==> src/rtl/dvfs_pkg.sv <==
`timescale 1ns/1ps
package dvfs_pkg;
  localparam int NLVL      = 4;
  localparam int LVL_W     = $clog2(NLVL);
  localparam int HALF_W    = 16;
  // positions inside a 16-bit level field
  localparam int F_DIV_LSB = 13;
  localparam int F_CLK_BIT = 11;
  localparam int F_PLL_LSB = 9;
  localparam int F_VS_LSB  = 6;
  // positions inside the dynamic control word
  localparam int DYN_CLKSEL = 26;
  localparam int DYN_PLL    = 28;
  localparam int DYN_DIV    = 29;
  localparam int DYN_VDD    = 30;
  localparam int DYN_MASTER = 31;

  typedef struct packed {
    logic [2:0] div;
    logic       clk_pll;
    logic [1:0] pll;
    logic [1:0] vset;
  } lvl_cfg_t;

  function automatic lvl_cfg_t unpack_half(input logic [HALF_W-1:0] h);
    lvl_cfg_t c;
    c.div     = h[F_DIV_LSB +: 3];
    c.clk_pll = h[F_CLK_BIT];
    c.pll     = h[F_PLL_LSB +: 2];
    c.vset    = h[F_VS_LSB +: 2];
    return c;
  endfunction

  function automatic logic [2:0] eff_div(input logic [2:0] d);
    return (d == 3'd0) ? 3'd1 : d;
  endfunction
endpackage

==> src/rtl/dvfs_cfg_regs.sv <==
`timescale 1ns/1ps
module dvfs_cfg_regs
  import dvfs_pkg::*;
#(
  parameter int                ADDR_W      = 8,
  parameter logic [ADDR_W-1:0] OFS_PAIR_A  = 8'h18,
  parameter logic [ADDR_W-1:0] OFS_PAIR_B  = 8'h1C,
  parameter logic [ADDR_W-1:0] OFS_DYN     = 8'h24,
  parameter logic [ADDR_W-1:0] OFS_LOAD    = 8'h30
) (
  input  logic              clk,
  input  logic              rst_n,
  input  logic              bus_wr,
  input  logic              bus_rd,
  input  logic [ADDR_W-1:0] bus_addr,
  input  logic [31:0]       bus_wdata,
  output logic [31:0]       bus_rdata,
  output logic [31:0]       pair_a_o,
  output logic [31:0]       pair_b_o,
  output logic [31:0]       dyn_o,
  output logic [31:0]       load_o
);
  localparam int NREG    = 4;
  localparam int IDX_DYN = 2;
  localparam logic [ADDR_W-1:0] OFS_TAB [NREG] = '{OFS_PAIR_A, OFS_PAIR_B, OFS_DYN, OFS_LOAD};

  logic [31:0]     reg_q [NREG];
  logic [NREG-1:0] hit;
  logic [NREG-1:0] wr_ok;
  logic            cfg_locked;   // scaling on: config frozen
  logic            wr_dropped;   // a write was refused

  assign cfg_locked = reg_q[IDX_DYN][DYN_MASTER];

  for (genvar g = 0; g < NREG; g++) begin : g_reg
    logic [31:0] q;
    assign hit[g]   = (bus_addr == OFS_TAB[g]);
    assign wr_ok[g] = bus_wr && hit[g] && ((g == IDX_DYN) || !cfg_locked);
    always_ff @(posedge clk or negedge rst_n) begin
      if (!rst_n)       q <= '0;
      else if (wr_ok[g]) q <= bus_wdata;
    end
    assign reg_q[g] = q;
  end

  assign wr_dropped = bus_wr && (|hit) && !(|wr_ok);

  always_comb begin
    bus_rdata = '0;
    if (bus_rd) begin
      for (int i = 0; i < NREG; i++)
        if (hit[i]) bus_rdata = reg_q[i];
    end
  end

  assign pair_a_o = reg_q[0];
  assign pair_b_o = reg_q[1];
  assign dyn_o    = reg_q[IDX_DYN];
  assign load_o   = reg_q[3];

  // frozen registers keep their value across a refused write
  a_r6_pair_a_frozen: assert property (@(posedge clk) disable iff (!rst_n)
    (wr_dropped && hit[0]) |=> $stable(pair_a_o));
  a_r6_load_frozen: assert property (@(posedge clk) disable iff (!rst_n)
    (wr_dropped && hit[3]) |=> $stable(load_o));
  // the control word always accepts a write
  a_r6_dyn_writable: assert property (@(posedge clk) disable iff (!rst_n)
    (bus_wr && bus_addr == OFS_DYN) |=> (dyn_o == $past(bus_wdata)));
  // an unlocked write to the load register is stored whole
  a_r2_load_store: assert property (@(posedge clk) disable iff (!rst_n)
    (bus_wr && bus_addr == OFS_LOAD && !dyn_o[DYN_MASTER]) |=> (load_o == $past(bus_wdata)));
endmodule

==> src/rtl/dvfs_level_sel.sv <==
`timescale 1ns/1ps
module dvfs_level_sel
  import dvfs_pkg::*;
(
  input  logic             clk,
  input  logic             rst_n,
  input  logic [31:0]      pair_a,
  input  logic [31:0]      pair_b,
  input  logic             master,
  input  logic             en_clksel,
  input  logic             en_pll,
  input  logic             en_div,
  input  logic             en_vdd,
  input  logic [LVL_W-1:0] load_sel,
  output logic             clk_pll_o,
  output logic [1:0]       pll_idx_o,
  output logic [2:0]       div_o,
  output logic [1:0]       vset_o,
  output logic [LVL_W-1:0] level_o,
  output logic             level_chg_o,
  output logic             scale_on_o,
  output logic             en_clksel_o,
  output logic             en_pll_o,
  output logic             en_div_o,
  output logic             en_vdd_o
);
  lvl_cfg_t cfg [NLVL];

  // even levels take the upper half, odd the lower; pairs by level/2
  for (genvar g = 0; g < NLVL; g++) begin : g_lvl
    localparam int  PAIR  = g / 2;
    localparam bit  UPPER = (g % 2) == 0;
    logic [31:0] src;
    assign src    = (PAIR == 0) ? pair_a : pair_b;
    assign cfg[g] = unpack_half(UPPER ? src[31:16] : src[15:0]);
  end

  logic             spare_unused;
  assign spare_unused = ^{pair_a[12], pair_a[8], pair_a[5:0], pair_a[28], pair_a[24], pair_a[21:16],
                          pair_b[12], pair_b[8], pair_b[5:0], pair_b[28], pair_b[24], pair_b[21:16]};

  logic [LVL_W-1:0] nxt_lvl;
  lvl_cfg_t         sel;
  logic             nxt_clk;
  logic [1:0]       nxt_pll, nxt_vs;
  logic [2:0]       nxt_div;
  logic             lvl_moves;   // active level differs from the shown one

  always_comb begin
    nxt_lvl = master ? load_sel : '0;
    sel     = cfg[nxt_lvl];
    nxt_clk = (master && en_clksel) ? sel.clk_pll : 1'b0;
    nxt_pll = (master && en_pll)    ? sel.pll     : 2'd0;
    nxt_div = (master && en_div)    ? eff_div(sel.div) : 3'd1;
    nxt_vs  = (master && en_vdd)    ? sel.vset    : 2'd0;
  end

  assign lvl_moves = (nxt_lvl != level_o);

  always_ff @(posedge clk or negedge rst_n) begin
    if (!rst_n) begin
      clk_pll_o   <= 1'b0;
      pll_idx_o   <= '0;
      div_o       <= 3'd1;
      vset_o      <= '0;
      level_o     <= '0;
      level_chg_o <= 1'b0;
      scale_on_o  <= 1'b0;
      en_clksel_o <= 1'b0;
      en_pll_o    <= 1'b0;
      en_div_o    <= 1'b0;
      en_vdd_o    <= 1'b0;
    end else begin
      clk_pll_o   <= nxt_clk;
      pll_idx_o   <= nxt_pll;
      div_o       <= nxt_div;
      vset_o      <= nxt_vs;
      level_o     <= nxt_lvl;
      level_chg_o <= lvl_moves;
      scale_on_o  <= master;
      en_clksel_o <= master && en_clksel;
      en_pll_o    <= master && en_pll;
      en_div_o    <= master && en_div;
      en_vdd_o    <= master && en_vdd;
    end
  end

  // the divider output is never zero
  a_r8_div_nonzero: assert property (@(posedge clk) disable iff (!rst_n)
    div_o != 3'd0);
  // pulse only on a real level move, and every move pulses
  a_r9_pulse_on_move: assert property (@(posedge clk) disable iff (!rst_n)
    level_chg_o |-> (level_o != $past(level_o)));
  a_r9_move_pulses: assert property (@(posedge clk) disable iff (!rst_n)
    (level_o != $past(level_o)) |-> level_chg_o);
  // scaling off shows defaults
  a_r7_idle_defaults: assert property (@(posedge clk) disable iff (!rst_n)
    !scale_on_o |-> (level_o == '0 && div_o == 3'd1 && !clk_pll_o && pll_idx_o == 2'd0 && vset_o == 2'd0));
endmodule

==> src/rtl/dvfs_level_regs.sv <==
`timescale 1ns/1ps
module dvfs_level_regs
  import dvfs_pkg::*;
#(
  parameter int ADDR_W = 8
) (
  input  logic              clk,
  input  logic              rst_n,
  input  logic              bus_wr,
  input  logic              bus_rd,
  input  logic [ADDR_W-1:0] bus_addr,
  input  logic [31:0]       bus_wdata,
  output logic [31:0]       bus_rdata,
  output logic              clk_pll_o,
  output logic [1:0]        pll_idx_o,
  output logic [2:0]        div_o,
  output logic [1:0]        vset_o,
  output logic [1:0]        level_o,
  output logic              level_chg_o,
  output logic              scale_on_o,
  output logic              en_clksel_o,
  output logic              en_pll_o,
  output logic              en_div_o,
  output logic              en_vdd_o
);
  logic [31:0] pair_a, pair_b, dyn_w, load_w;

  dvfs_cfg_regs #(.ADDR_W(ADDR_W)) u_regs (
    .clk       (clk),
    .rst_n     (rst_n),
    .bus_wr    (bus_wr),
    .bus_rd    (bus_rd),
    .bus_addr  (bus_addr),
    .bus_wdata (bus_wdata),
    .bus_rdata (bus_rdata),
    .pair_a_o  (pair_a),
    .pair_b_o  (pair_b),
    .dyn_o     (dyn_w),
    .load_o    (load_w)
  );

  logic ctl_unused;
  assign ctl_unused = ^{dyn_w[27], dyn_w[25:0], load_w[31:LVL_W]};

  dvfs_level_sel u_sel (
    .clk         (clk),
    .rst_n       (rst_n),
    .pair_a      (pair_a),
    .pair_b      (pair_b),
    .master      (dyn_w[DYN_MASTER]),
    .en_clksel   (dyn_w[DYN_CLKSEL]),
    .en_pll      (dyn_w[DYN_PLL]),
    .en_div      (dyn_w[DYN_DIV]),
    .en_vdd      (dyn_w[DYN_VDD]),
    .load_sel    (load_w[LVL_W-1:0]),
    .clk_pll_o   (clk_pll_o),
    .pll_idx_o   (pll_idx_o),
    .div_o       (div_o),
    .vset_o      (vset_o),
    .level_o     (level_o),
    .level_chg_o (level_chg_o),
    .scale_on_o  (scale_on_o),
    .en_clksel_o (en_clksel_o),
    .en_pll_o    (en_pll_o),
    .en_div_o    (en_div_o),
    .en_vdd_o    (en_vdd_o)
  );

  // a feature enable output never stands without the master
  a_r5_enable_needs_master: assert property (@(posedge clk) disable iff (!rst_n)
    (en_clksel_o || en_pll_o || en_div_o || en_vdd_o) |-> scale_on_o);
endmodule

==> config.mk <==
export PLATFORM = sky130hd
export DESIGN_NAME = dvfs_level_regs
export DESIGN_NICKNAME = d
export VERILOG_FILES = /design/src/rtl/dvfs_pkg.sv /design/src/rtl/dvfs_cfg_regs.sv /design/src/rtl/dvfs_level_sel.sv /design/src/rtl/dvfs_level_regs.sv
export SDC_FILE = /design/constraint.sdc
export NUM_CORES = 1
export LEC_CHECK = 0
export CAP_MARGIN = 5
export CORE_ASPECT_RATIO = 1.75
export CORE_MARGIN = 3
export CORE_UTILIZATION = 60
export DETAILED_ROUTE_END_ITERATION = 8
export PLACE_DENSITY_LB_ADDON = 0.12
export SYNTH_ARGS = -nofsm -noshare
export SYNTH_HDL_FRONTEND = slang
export SYNTH_HIERARCHICAL = 1
export SYNTH_SLANG_ARGS = --single-unit
==> constraint.sdc <==
create_clock -name clk -period 3.65 [get_ports clk]
set_input_delay 0.5475 -clock clk [delete_from_list [all_inputs] [get_ports clk]]
set_output_delay 0.5475 -clock clk [all_outputs]
set_load 0.01 [all_outputs]
==> impl_results.md, run 1 <==
- Minimum clock period: 3600 ps
- P&R area growth vs syn: 22.3%
- Diode count: 0
- Synthesized instance count: 547
- Die area: 0.0136 mm^2
- Drt pass-1 iters: 5
- Top Ports: 92
- First-pass GRT wire length: 29200 um
- Most frequent cells in the layout: dfrtp_1, clkdlybuf4s50_1, mux2_2
- WP data required: 3100 ps
- RePlAce Congestion: 0.812
- Largest net degree at the start of global routing: 104
- Pwr Density: 419 mW/mm^2
- R2R cell count: 5
- Initial Util: 62.3%
- Ys flop type: dfrtp_1
- Routed Antenna Nets: 0
- CTS tree: built
- Total gr overflow: 0
- Critical-path top delay cell: or4_2
- MaxCap Viol Count: 0
- M2 GR Usage: 45.2%
- Port Buf Inserts: 91
- Die Y-Extent: 152 um
- Clock-pin slew of the registers on the worst-case setup and hold paths: 60 ps
- Critical path class: input pin to primary output
- Slew HR: 38.2%
- Placed instance area: 0.00833 mm^2
- Max IR drop VDD: 0.000384 V
- Met3 Usage GRT: 6.28%
- Crit path DAT: 3050 ps
- Wire per inst: 22.5 um
- Drc violations: 0
- Vias in the first global route: 5479
- DRT iter0 DRCs: 392
- Final setup fails: 0
- R2R setup slack: 1480 ps
- Max incr delay on CP: 700 ps
- Sinks on Clock Net: 144
- Tcrit/Tclk final: 98.7%
- Ys Warns: 6
- Post-Route WL: 17900 um
- Avg Synthesized Cell Area: 13.4 um^2
- Netlist Area Pre-Place: 0.00733 mm^2
- Sequential element share of the synthesized area: 49.2%
- CORE AREA: 0.0118 mm^2
- HPWL after DPL: 10900 um
- Crit path capture type: primary output
- Startpoint class of the critical path: input pin
- Final nets: 666
- Leakage: 4.39 nW
- Die width: 89.6 um
- Post-route insts no fill: 795
- CP most frequent cell: clkdlybuf4s50_1
- H-tree depth: 4
- Post-route setup TNS: 0 ps
- Ys async rst share: 100%
- Final instance area: 0.00897 mm^2
- Share of layout cells above drive strength 1: 35.2%
- Seq cells post-synth: 144
- EDFF count, synth: 0
- Hold-fix buffers, CTS: 0
- Critical path, cell by cell: clkdlybuf4s50_1 -> or4_2 -> buf_8 -> nor3_1 -> o221a_2 -> clkdlybuf4s50_1
- Initial antenna violation count: 0
- Status: finished clean
- Commonest non-fill, non-tap cell in the layout: dfrtp_1
- Worst Path Max Fanout: 68
- CTS Buf Count: 17
- Max clock buf depth: 2
- Fmax: 278 MHz
- Clock Skews: 5.61 ps
- # rows: 52
- Syn_nets: 591
- Via density per instance: 6.44
- Slew Limit Fails: 0
- Post-placement cell count: 765
- Hold Path Class: input pin to async pin
- RSZ-0062 raised after global routing: false
- Via Count: 5122
- GRT Util Overall: 27.9%
- Worst-Margin Slew: 926 ps
- Final Hold Vio Count: 0
- M1 GR Usage: 35.8%
- Worst skew pair latency: 410 ps
- Busiest layer in global routing: met2
- Synth unique cells: 33
- Clock root buffer: clkbuf_16
-- metal layers --
| layer | wire [um] | part of all wire, % | up-vias |
|---|---|---|---|
| li1 | - | - | 2206 |
| met1 | 7060 | 39 | 2678 |
| met2 | 9410 | 53 | 198 |
| met3 | 981 | 5.5 | 40 |
| met4 | 449 | 2.5 | 0 |
| met5 | 0 | 0 | - |
-- report_power, final --
group          internal (mW)  switching, mW  leakage (nW)  total, mW
combinational          0.154          0.155          2.11      0.308
sequential              1.67         0.0436          1.98       1.71
clock                   1.10          0.639         0.294       1.74
-- state kept, by name (all words and copies together), names as in the netlist, 2 cells and up --
register	count
u_regs/dyn_o	32
u_regs/load_o	32
u_regs/pair_a_o	32
u_regs/pair_b_o	32
u_sel/div_o	3
u_sel/level_o	2
u_sel/pll_idx_o	2
u_sel/vset_o	2
-- worst paths after layout --
check,startpoint,end
worst min register to register,u_regs/dyn_o[14],u_regs/dyn_o[14]
worst max-delay path,bus_addr[7],bus_rdata[20]
worst min-delay path,rst_n,u_regs/dyn_o[24]
max in group asynchronous,rst_n,u_regs/pair_b_o[3]
min in group clk,u_regs/dyn_o[14],u_regs/dyn_o[14]
worst max register to register,u_regs/dyn_o[31],u_regs/pair_b_o[22]
-- cell type report --
type	count	area, um^2
Clock buffer	19	453
Clock inverter	11	140
Fill cell	726	2810
Inverter	5	18.8
Multi-Input combinational cell	342	3440
Sequential cell	144	3600
Tap cell	162	203
Timing Repair Buffer	112	1110
-- per-stage QoR --
stage          util (%)  total power, mW  worst slack (ps)  hold slack (ps)
4_1_cts            75.8             3.78              40.7              289
3_3_place_gp       70.7             2.03             -63.4              474
6_report           76.2             3.75              48.9              242
5_1_grt            76.2             3.89             0.276              305
2_1_floorplan         -             1.89               924              252
3_5_place_dp       70.7             2.04             -57.0              486
-- critical path, delay by kind of cell --
kind / cells / cell delay, ps
buf+inv: 3 / 1200
compound gates: 1 / 250
simple gates: 2 / 1050
-- logic make-up after synthesis --
logic type      Yosys count  synth area share [%]
compound gates           79                  9.68
xor+xnor                  2                 0.239
buf+inv                  61                  4.30
flops                   144                  49.2
mux                     170                  28.6
simple gates             91                  8.02
-- Yosys cell counts (4+ instances only) --
cell type	n	area share [%]
dfrtp_1	143	49
and3_1	4	0.34
a211oi_1	42	4.3
o221a_2	32	4.9
and2_1	4	0.34
mux2_2	65	10
buf_2	9	0.61
clkbuf_1	33	1.7
mux2i_1	40	5.5
inv_1	5	0.26
nand3b_1	34	3.5
buf_6	9	1.4
mux2_4	62	13
nand2_1	5	0.26
nor3_1	32	2.2
-- what timing repair did --
item	4_1_cts	5_1_grt
hold endpoints to repair	0	0
buffers inserted	0	0
gates resized for setup	1	15
setup endpoints to repair	7	10
No activity file was read; power rests on OpenSTA's default activity.
==> inputs of run 2 (changes only) <==
CORE_ASPECT_RATIO = not set   (was 1.75)
CORE_UTILIZATION = 59   (was 60)
GPL_TIMING_DRIVEN = 0   (was not set)
SYNTH_HIERARCHICAL = not set   (was 1)
==> run 2 against run 1 <==
  * The flow now finishes with violations (negative hold slack)
  * Synthesized cell count is 5.5% lower
  * Non-clock buffer count is 20 higher
  * Global-route usage is 1.5 points higher
  * Maximum frequency hardly changed
  * Cell count is 2.1% lower
  * Sequential share of layout area is 3.2 points higher
  * Setup slack better by 3.4 ps
  * Clock skew hardly changed
  * Die area is 9.2% lower
  * Wire length is 0.70% lower
  * Largest cell class unchanged
==> impl_results.md, run 2 <==
- Drc violations: 0 (unchanged)
- DRT iter0 DRCs: 451 (+15%)
- Clock-pin slew of the registers on the worst-case setup and hold paths: 60 ps (about the same)
- Switching power total: 0.814 mW (-2.8%)
- Syn_nets: 561 (-5.1%)
- Crit path DAT: 3050 ps (about the same)
- Max IR drop VDD: 0.000330 V (-14%)
- Worst Path Max Fanout: 10 (-85%)
- Post-placement cell count: 745 (-2.6%)
- Logic pwr share: 6.9% (-1.3 points)
- Switching share of power: 22.3% (about the same)
- Sinks on Clock Net: 144 (unchanged)
- Share of layout cells above drive strength 1: 29.9% (-5.3 points)
- Post-Route WL: 17800 um (-0.70%)
- Placed instance area: 0.00765 mm^2 (-8.2%)
- Crit path capture type: primary output
- Wire per inst: 22.8 um (+1.5%)
- Final setup fails: 0 (unchanged)
- RePlAce Congestion: 0.891 (+9.7%)
- EDFF count, synth: 0 (unchanged)
- Top Ports: 92 (unchanged)
- Clock share of power: 46.2% (about the same)
- Die area: 0.0124 mm^2 (-9.2%)
- R2R cell count: 5 (unchanged)
- Commonest non-fill, non-tap cell in the layout: dfrtp_1
- Via density per instance: 6.37 (-1.1%)
- Hold Path Class: input pin to async pin
- Initial antenna violation count: 0 (unchanged)
- Seq cells post-synth: 144 (unchanged)
- Ys Warns: 0 (-6)
- Most frequent cells in the layout: dfrtp_1, mux2_2, clkdlybuf4s50_1
- Die width: 111 um (+24%)
- Drt pass-1 iters: 7 (+2)
- Largest net degree at the start of global routing: 83 (-20%)
- Slew Limit Fails: 0 (unchanged)
- Sequential element share of the synthesized area: 55.1% (+6.0 points)
- Violated checks: negative hold slack
- # rows: 37 (-29%)
- Max clock buf depth: 2 (unchanged)
- CTS Buf Count: 17 (unchanged)
- Critical path, cell by cell: clkdlybuf4s50_1 -> or4_4 -> or4_4 -> buf_4 -> o21ai_0 -> nor2_1 -> clkdlybuf4s50_1
- Die Y-Extent: 111 um (-27%)
- Clock Skews: 5.93 ps (+0.321 ps)
- Status: finished, violations left
- CORE AREA: 0.0106 mm^2 (-10%)
- Setup ws final: 52.3 ps (+3.39 ps)
- P&R area growth vs syn: 27.2%
- Critical path class: input pin to primary output
- Fmax: 278 MHz (about the same)
- Post-route insts no fill: 778 (-2.1%)
- Reg power frac: 46.9% (+1.4 points)
- Pwr Density: 439 mW/mm^2 (+5.0%)
- Internal power: 2.84 mW (-2.7%)
- Ys async rst share: 100% (unchanged)
- Worst-Margin Slew: 629 ps (-297 ps)
- Main area contributors after synthesis: dfrtp_1, mux2_2, a21o_1
- Core Util, Final: 78.8% (+2.6 points)
- Synth area leader: dfrtp_1
- GRT Util Overall: 29.4% (+1.5 points)
- Routed Antenna Nets: 0 (unchanged)
- First-pass GRT wire length: 28100 um (-4.0%)
- HPWL after DPL: 11600 um (+7.2%)
- Leakage: 4.25 nW (-3.1%)
- Most common cell in the netlist: dfrtp_1
- Clock root buffer: clkbuf_8
- Avg Synthesized Cell Area: 12.6 um^2 (-5.7%)
- Worst skew pair latency: 540 ps (+130 ps)
- Diode count: 0 (unchanged)
- Port Buf Inserts: 91 (unchanged)
- Synth unique cells: 32 (-3.0%)
- Final Power: 3.65 mW (-2.7%)
- Final instance area: 0.00832 mm^2 (-7.3%)
- H-tree depth: 4 (unchanged)
- Minimum clock period: 3600 ps (-3.39 ps)
- Via Count: 4956 (-3.2%)
- Netlist Area Pre-Place: 0.00654 mm^2 (-11%)
- WP data required: 3100 ps (about the same)
- Vias in the first global route: 5256 (-4.1%)
- Critical-path top delay cell: or4_4
- Post-route setup TNS: 0 ps (unchanged)
- Ys flop type: dfrtp_1
- Total gr overflow: 0 (unchanged)
- Tcrit/Tclk final: 98.6% (about the same)
- Final Hold Vio Count: 7 (+7)
- MaxCap Viol Count: 0 (unchanged)
- Initial Util: 61.9% (-0.32 points)
- Startpoint class of the critical path: input pin
- CTS tree: built
- Final nets: 673 (+1.1%)
- Hold slack: -16.6 ps (-258 ps)
- Top post-synthesis cells by count: dfrtp_1, mux2_2, a21o_1, nand2_1, o21ai_0
- Slew HR: 58.1% (+20 points)
- Worst slack at placement: -412 ps (-355 ps)
- Max incr delay on CP: 600 ps (-100 ps)
- Synthesized instance count: 517 (-5.5%)
- Share of Yosys cell area claimed by the top area cell type: 54.7% (+5.9 points)
[run 2: changes by cell type after synthesis, moves of 17 or more]
| cell | change |
|---|---|
| o21ai_0 | +30 |
| o221a_2 | -32 |
| mux2i_1 | -29 |
| mux2_2 | +57 |
| nand3b_1 | -33 |
| a21o_1 | +32 |
| mux2_4 | -62 |
| a211oi_1 | -40 |
| nor2_1 | +17 |
| nor3_1 | -32 |
| nand2_1 | +25 |
[run 2: cell families after synthesis]
group / Yosys count / share of synthesized area [%]
mux: 140 / 23.9
xor+xnor: 2 / 0.268
buf+inv: 47 / 2.99
compound gates: 122 / 12.9
simple gates: 62 / 4.77
flops: 144 / 55.1
[run 2: final timing paths]
| kind | from | to | slack, ps |
|---|---|---|---|
| worst max-delay path | bus_addr[6] | bus_rdata[7] | 50 |
| worst min-delay path | rst_n | u_regs.pair_a_o[2] | -20 |
| worst max register to register | u_regs.dyn_o[31] | u_sel.div_o[0] | 1360 |
| worst min register to register | u_regs.dyn_o[31] | u_sel.scale_on_o | 380 |
| max in group asynchronous | rst_n | u_sel.div_o[0] | 2830 |
| min in group clk | u_regs.dyn_o[31] | u_sel.scale_on_o | 380 |
[run 2: layer usage]
metal / GRT usage (%) / wire length (um) / part of all wire, % / up-vias
met3: 7.59 / 1410 / 7.9 / 43
li1: - / - / - / 2130
met2: 47.6 / 8600 / 48 / 245
met1: 38.6 / 7310 / 41 / 2538
met5: 0 / 0 / 0 / -
met4: 10.4 / 452 / 2.5 / 0
[run 2: layout make-up]
class	instances	area (um^2)
sequential	144	3600
multi-input combinational	326	2760
fill	657	2240
timing repair buffer	93	967
clock buffer	28	536
buffer	39	204
tap	136	170
clock inverter	4	45.0
inverter	8	30.0
[run 2: what timing repair did]
action                                 in CTS  in global routing
pin swaps                                   1                  1
endpoints found under the hold margin       0                  0
setup endpoints to repair                  32                 32
buffers inserted                            0                  1
hold buffers                                0                  0
gates resized for setup                    20                 36
[run 2: power groups by stage]
stage / Combinational, mW / Clock, mW / Sequential [mW]
floorplan: 0.116 / 0 / 1.72
global placement: 0.233 / 0 / 1.73
detailed placement: 0.247 / 0 / 1.74
CTS: 0.250 / 1.69 / 1.71
global route: 0.275 / 1.77 / 1.72
finish: 0.252 / 1.69 / 1.71
[run 2: worst max-delay path: cells and delay by family]
kind,cells,cell delay [ps]
buf+inv,3,1100
simple gates,3,1220
compound gates,1,170
==> inputs of run 3 (changes only) <==
CORE_ASPECT_RATIO = 1.25   (was not set)
SETUP_SLACK_MARGIN = 0.4   (was not set)
TNS_END_PERCENT = 20   (was not set)
==> run 3 against run 2 <==
  * Utilization down 0.62 points
  * Setup slack improved by 250 ps
  * Combinational power barely moved
  * Non-clock buffer count increased by 7
  * Largest cell class unchanged
  * The flow now finishes without violations
  * Clock skew up 1.3 ps
  * Maximum frequency is 7.3% higher
  * Flip-flop and latch count did not move
  * Critical path depth unchanged
  * Clock power grew 3%
  * Largest power group is now the clock network
==> impl_results.md, run 3 (synthesis gave the netlist of run 2 again) <==
- Core Util, Final: 78.2% (-0.62 points)
- Clock-pin slew of the registers on the worst-case setup and hold paths: 60 ps (about the same)
- DRT iter0 DRCs: 460 (+2.0%)
- RR Startpoint: u_regs.dyn_o[31]
- Commonest non-fill, non-tap cell in the layout: dfrtp_1
- Post-route insts no fill: 781 (+0.39%)
- P&R area growth vs syn: 28.2%
- Critical-path top delay cell: or4_4
- R2R setup slack: 1310 ps (-50 ps)
- Final setup fails: 0 (unchanged)
- Crit path buf inv count: 3 (unchanged)
- GRT Util Overall: 30.8% (+1.4 points)
- HPWL after DPL: 11500 um (-0.99%)
- Hold Path Class: input pin to async pin
- Leakage: 4.31 nW (+1.4%)
- Diode count: 0 (unchanged)
- RSZ-0062 raised after global routing: true
- Final Hold Vio Count: 0 (-7)
- WP data required: 3100 ps (about the same)
- Worst path top cell family by delay: simple AND/OR/NAND/NOR gates
- Die width: 100 um (-10%)
- Crit path DAT: 2800 ps (-250 ps)
- MaxCap Viol Count: 0 (unchanged)
- CTS Buf Count: 17 (unchanged)
- Pwr Density: 443 mW/mm^2 (+0.80%)
- CTS tree: built
- Met3 wire length: 1480 um (+4.9%)
- Max clock buf depth: 2 (unchanged)
- Initial antenna violation count: 0 (unchanged)
- Metal-1 WL: 7150 um (-2.3%)
- Worst Path Max Fanout: 10 (unchanged)
- # rows: 42 (+14%)
- Total gr overflow: 0 (unchanged)
- Clock root buffer: clkbuf_16
- Die area: 0.0124 mm^2 (about the same)
- Crit path launch: bus_addr[6]
- Via Count: 4987 (+0.63%)
- Port Buf Inserts: 91 (unchanged)
- Slew HR: 56.4% (-1.7 points)
- H-tree depth: 4 (unchanged)
- Worst skew pair latency: 420 ps (-120 ps)
- Worst-Margin Slew: 654 ps (+25.1 ps)
- Die Y-Extent: 124 um (+11%)
- Max incr delay on CP: 570 ps (-30 ps)
- Tcrit/Tclk final: 91.8% (-6.7 points)
- Crit path capture type: primary output
- Drt pass-1 iters: 5 (-2)
- Fmax: 298 MHz (+7.3%)
- DR WL met2: 9310 um (+8.2%)
- Vias in the first global route: 5237 (-0.36%)
- Sinks on Clock Net: 144 (unchanged)
- Wire per inst: 23.7 um (+3.6%)
- Hold-fix buffers, CTS: 0 (unchanged)
- Highest routed metal layer: met4
- Max IR drop VDD: 0.000320 V (-3.1%)
- RR Endpoint: u_sel.div_o[0]
- Clock Skews: 7.28 ps (+1.34 ps)
- Largest net degree at the start of global routing: 99 (+19%)
- Final nets: 680 (+1.0%)
- Critical path class: input pin to primary output
- Status: finished clean
- Post-placement cell count: 741 (-0.54%)
- Slew Limit Fails: 0 (unchanged)
- Drc violations: 0 (unchanged)
- Most frequent cells in the layout: dfrtp_1, mux2_2, clkdlybuf4s50_1
- Share of layout cells above drive strength 1: 31.0% (+1.1 points)
- Via density per instance: 6.39 (+0.24%)
- Top Ports: 92 (unchanged)
- Post-Route WL: 18500 um (+4.0%)
- CP most frequent cell: or4_4
- R2R cell count: 5 (unchanged)
- Fill count: 686 (+4.4%)
- Critical path, cell by cell: clkdlybuf4s50_1 -> or4_4 -> or4_4 -> clkbuf_8 -> o21ai_1 -> nor2_1 -> dlygate4sd2_1
- Initial Util: 61.0% (-0.95 points)
- First-pass GRT wire length: 28400 um (+1.3%)
- CORE AREA: 0.0107 mm^2 (+1.6%)
- Minimum clock period: 3350 ps (-246 ps)
- RePlAce Congestion: 0.884 (-0.76%)
- Routed Antenna Nets: 0 (unchanged)
- Startpoint class of the critical path: input pin
==> run 3: cell type report <==
class / instances / area, um^2 / area share [%]
Buffer: 39 / 272 / 3.24
Sequential cell: 144 / 3600 / 43.0
Timing Repair Buffer: 100 / 960 / 11.5
Tap cell: 132 / 165 / 1.97
Clock buffer: 23 / 488 / 5.82
Multi-Input combinational cell: 326 / 2760 / 32.9
Clock inverter: 9 / 105 / 1.25
Inverter: 8 / 30.0 / 0.358
==> run 3: what timing repair did <==
action | in CTS | in global routing
setup endpoints to repair | 32 | 32
gates cloned | 1 | 0
resized for setup | 68 | 17
buffers inserted | 5 | 2
pin swaps | 6 | 1
==> run 3: through the flow <==
stage | TNS (ps) | area, um^2 | power (mW) | worst slack (ps) | hold slack (ps)
after floorplan | 0 | 6540 | 1.84 | 1050 | 252
after global placement | -502500 | 7610 | 1.97 | -3460 | 357
after detailed placement | -8100 | 7640 | 1.98 | -377 | 364
after CTS | 0 | 8360 | 3.70 | 317 | 71.2
after global routing | 0 | 8380 | 3.80 | 267 | 76.2
final | 0 | 8380 | 3.71 | 299 | 54.4
==> run 3: worst reg2reg max path, stage by stage, from the launching register on <==
cell,delay [ps]
dfrtp_1,340
clkbuf_1,480
nand2_1,540
mux2i_1,240
a221oi_1,430
o221ai_1,220
==> run 3: report_power, final <==
part	total [mW]	switching [mW]	internal (mW)	leakage [nW]
registers	1.71	0.0465	1.67	1.98
logic	0.255	0.128	0.127	2.03
clock network	1.74	0.667	1.08	0.293
total	3.71	0.841	2.87	4.31
==> run 3: worst max path at each step <==
stage | depth (start not counted) | slack [ps] | end
2_1_floorplan | 5 | 1050 | bus_rdata[0]
3_3_place_gp | 1 | -3460 | u_regs.load_o[17]
3_5_place_dp | 7 | -380 | bus_rdata[29]
4_1_cts | 7 | 320 | bus_rdata[25]
5_1_grt | 8 | 270 | bus_rdata[7]
6_report | 7 | 300 | bus_rdata[25]
==> run 3: layer usage <==
layer / global-route usage, % / up-vias
met1: 39.2 / 2508
met4: 14.1 / 0
met5: 0 / -
met3: 6.27 / 45
li1: - / 2141
met2: 51.0 / 293
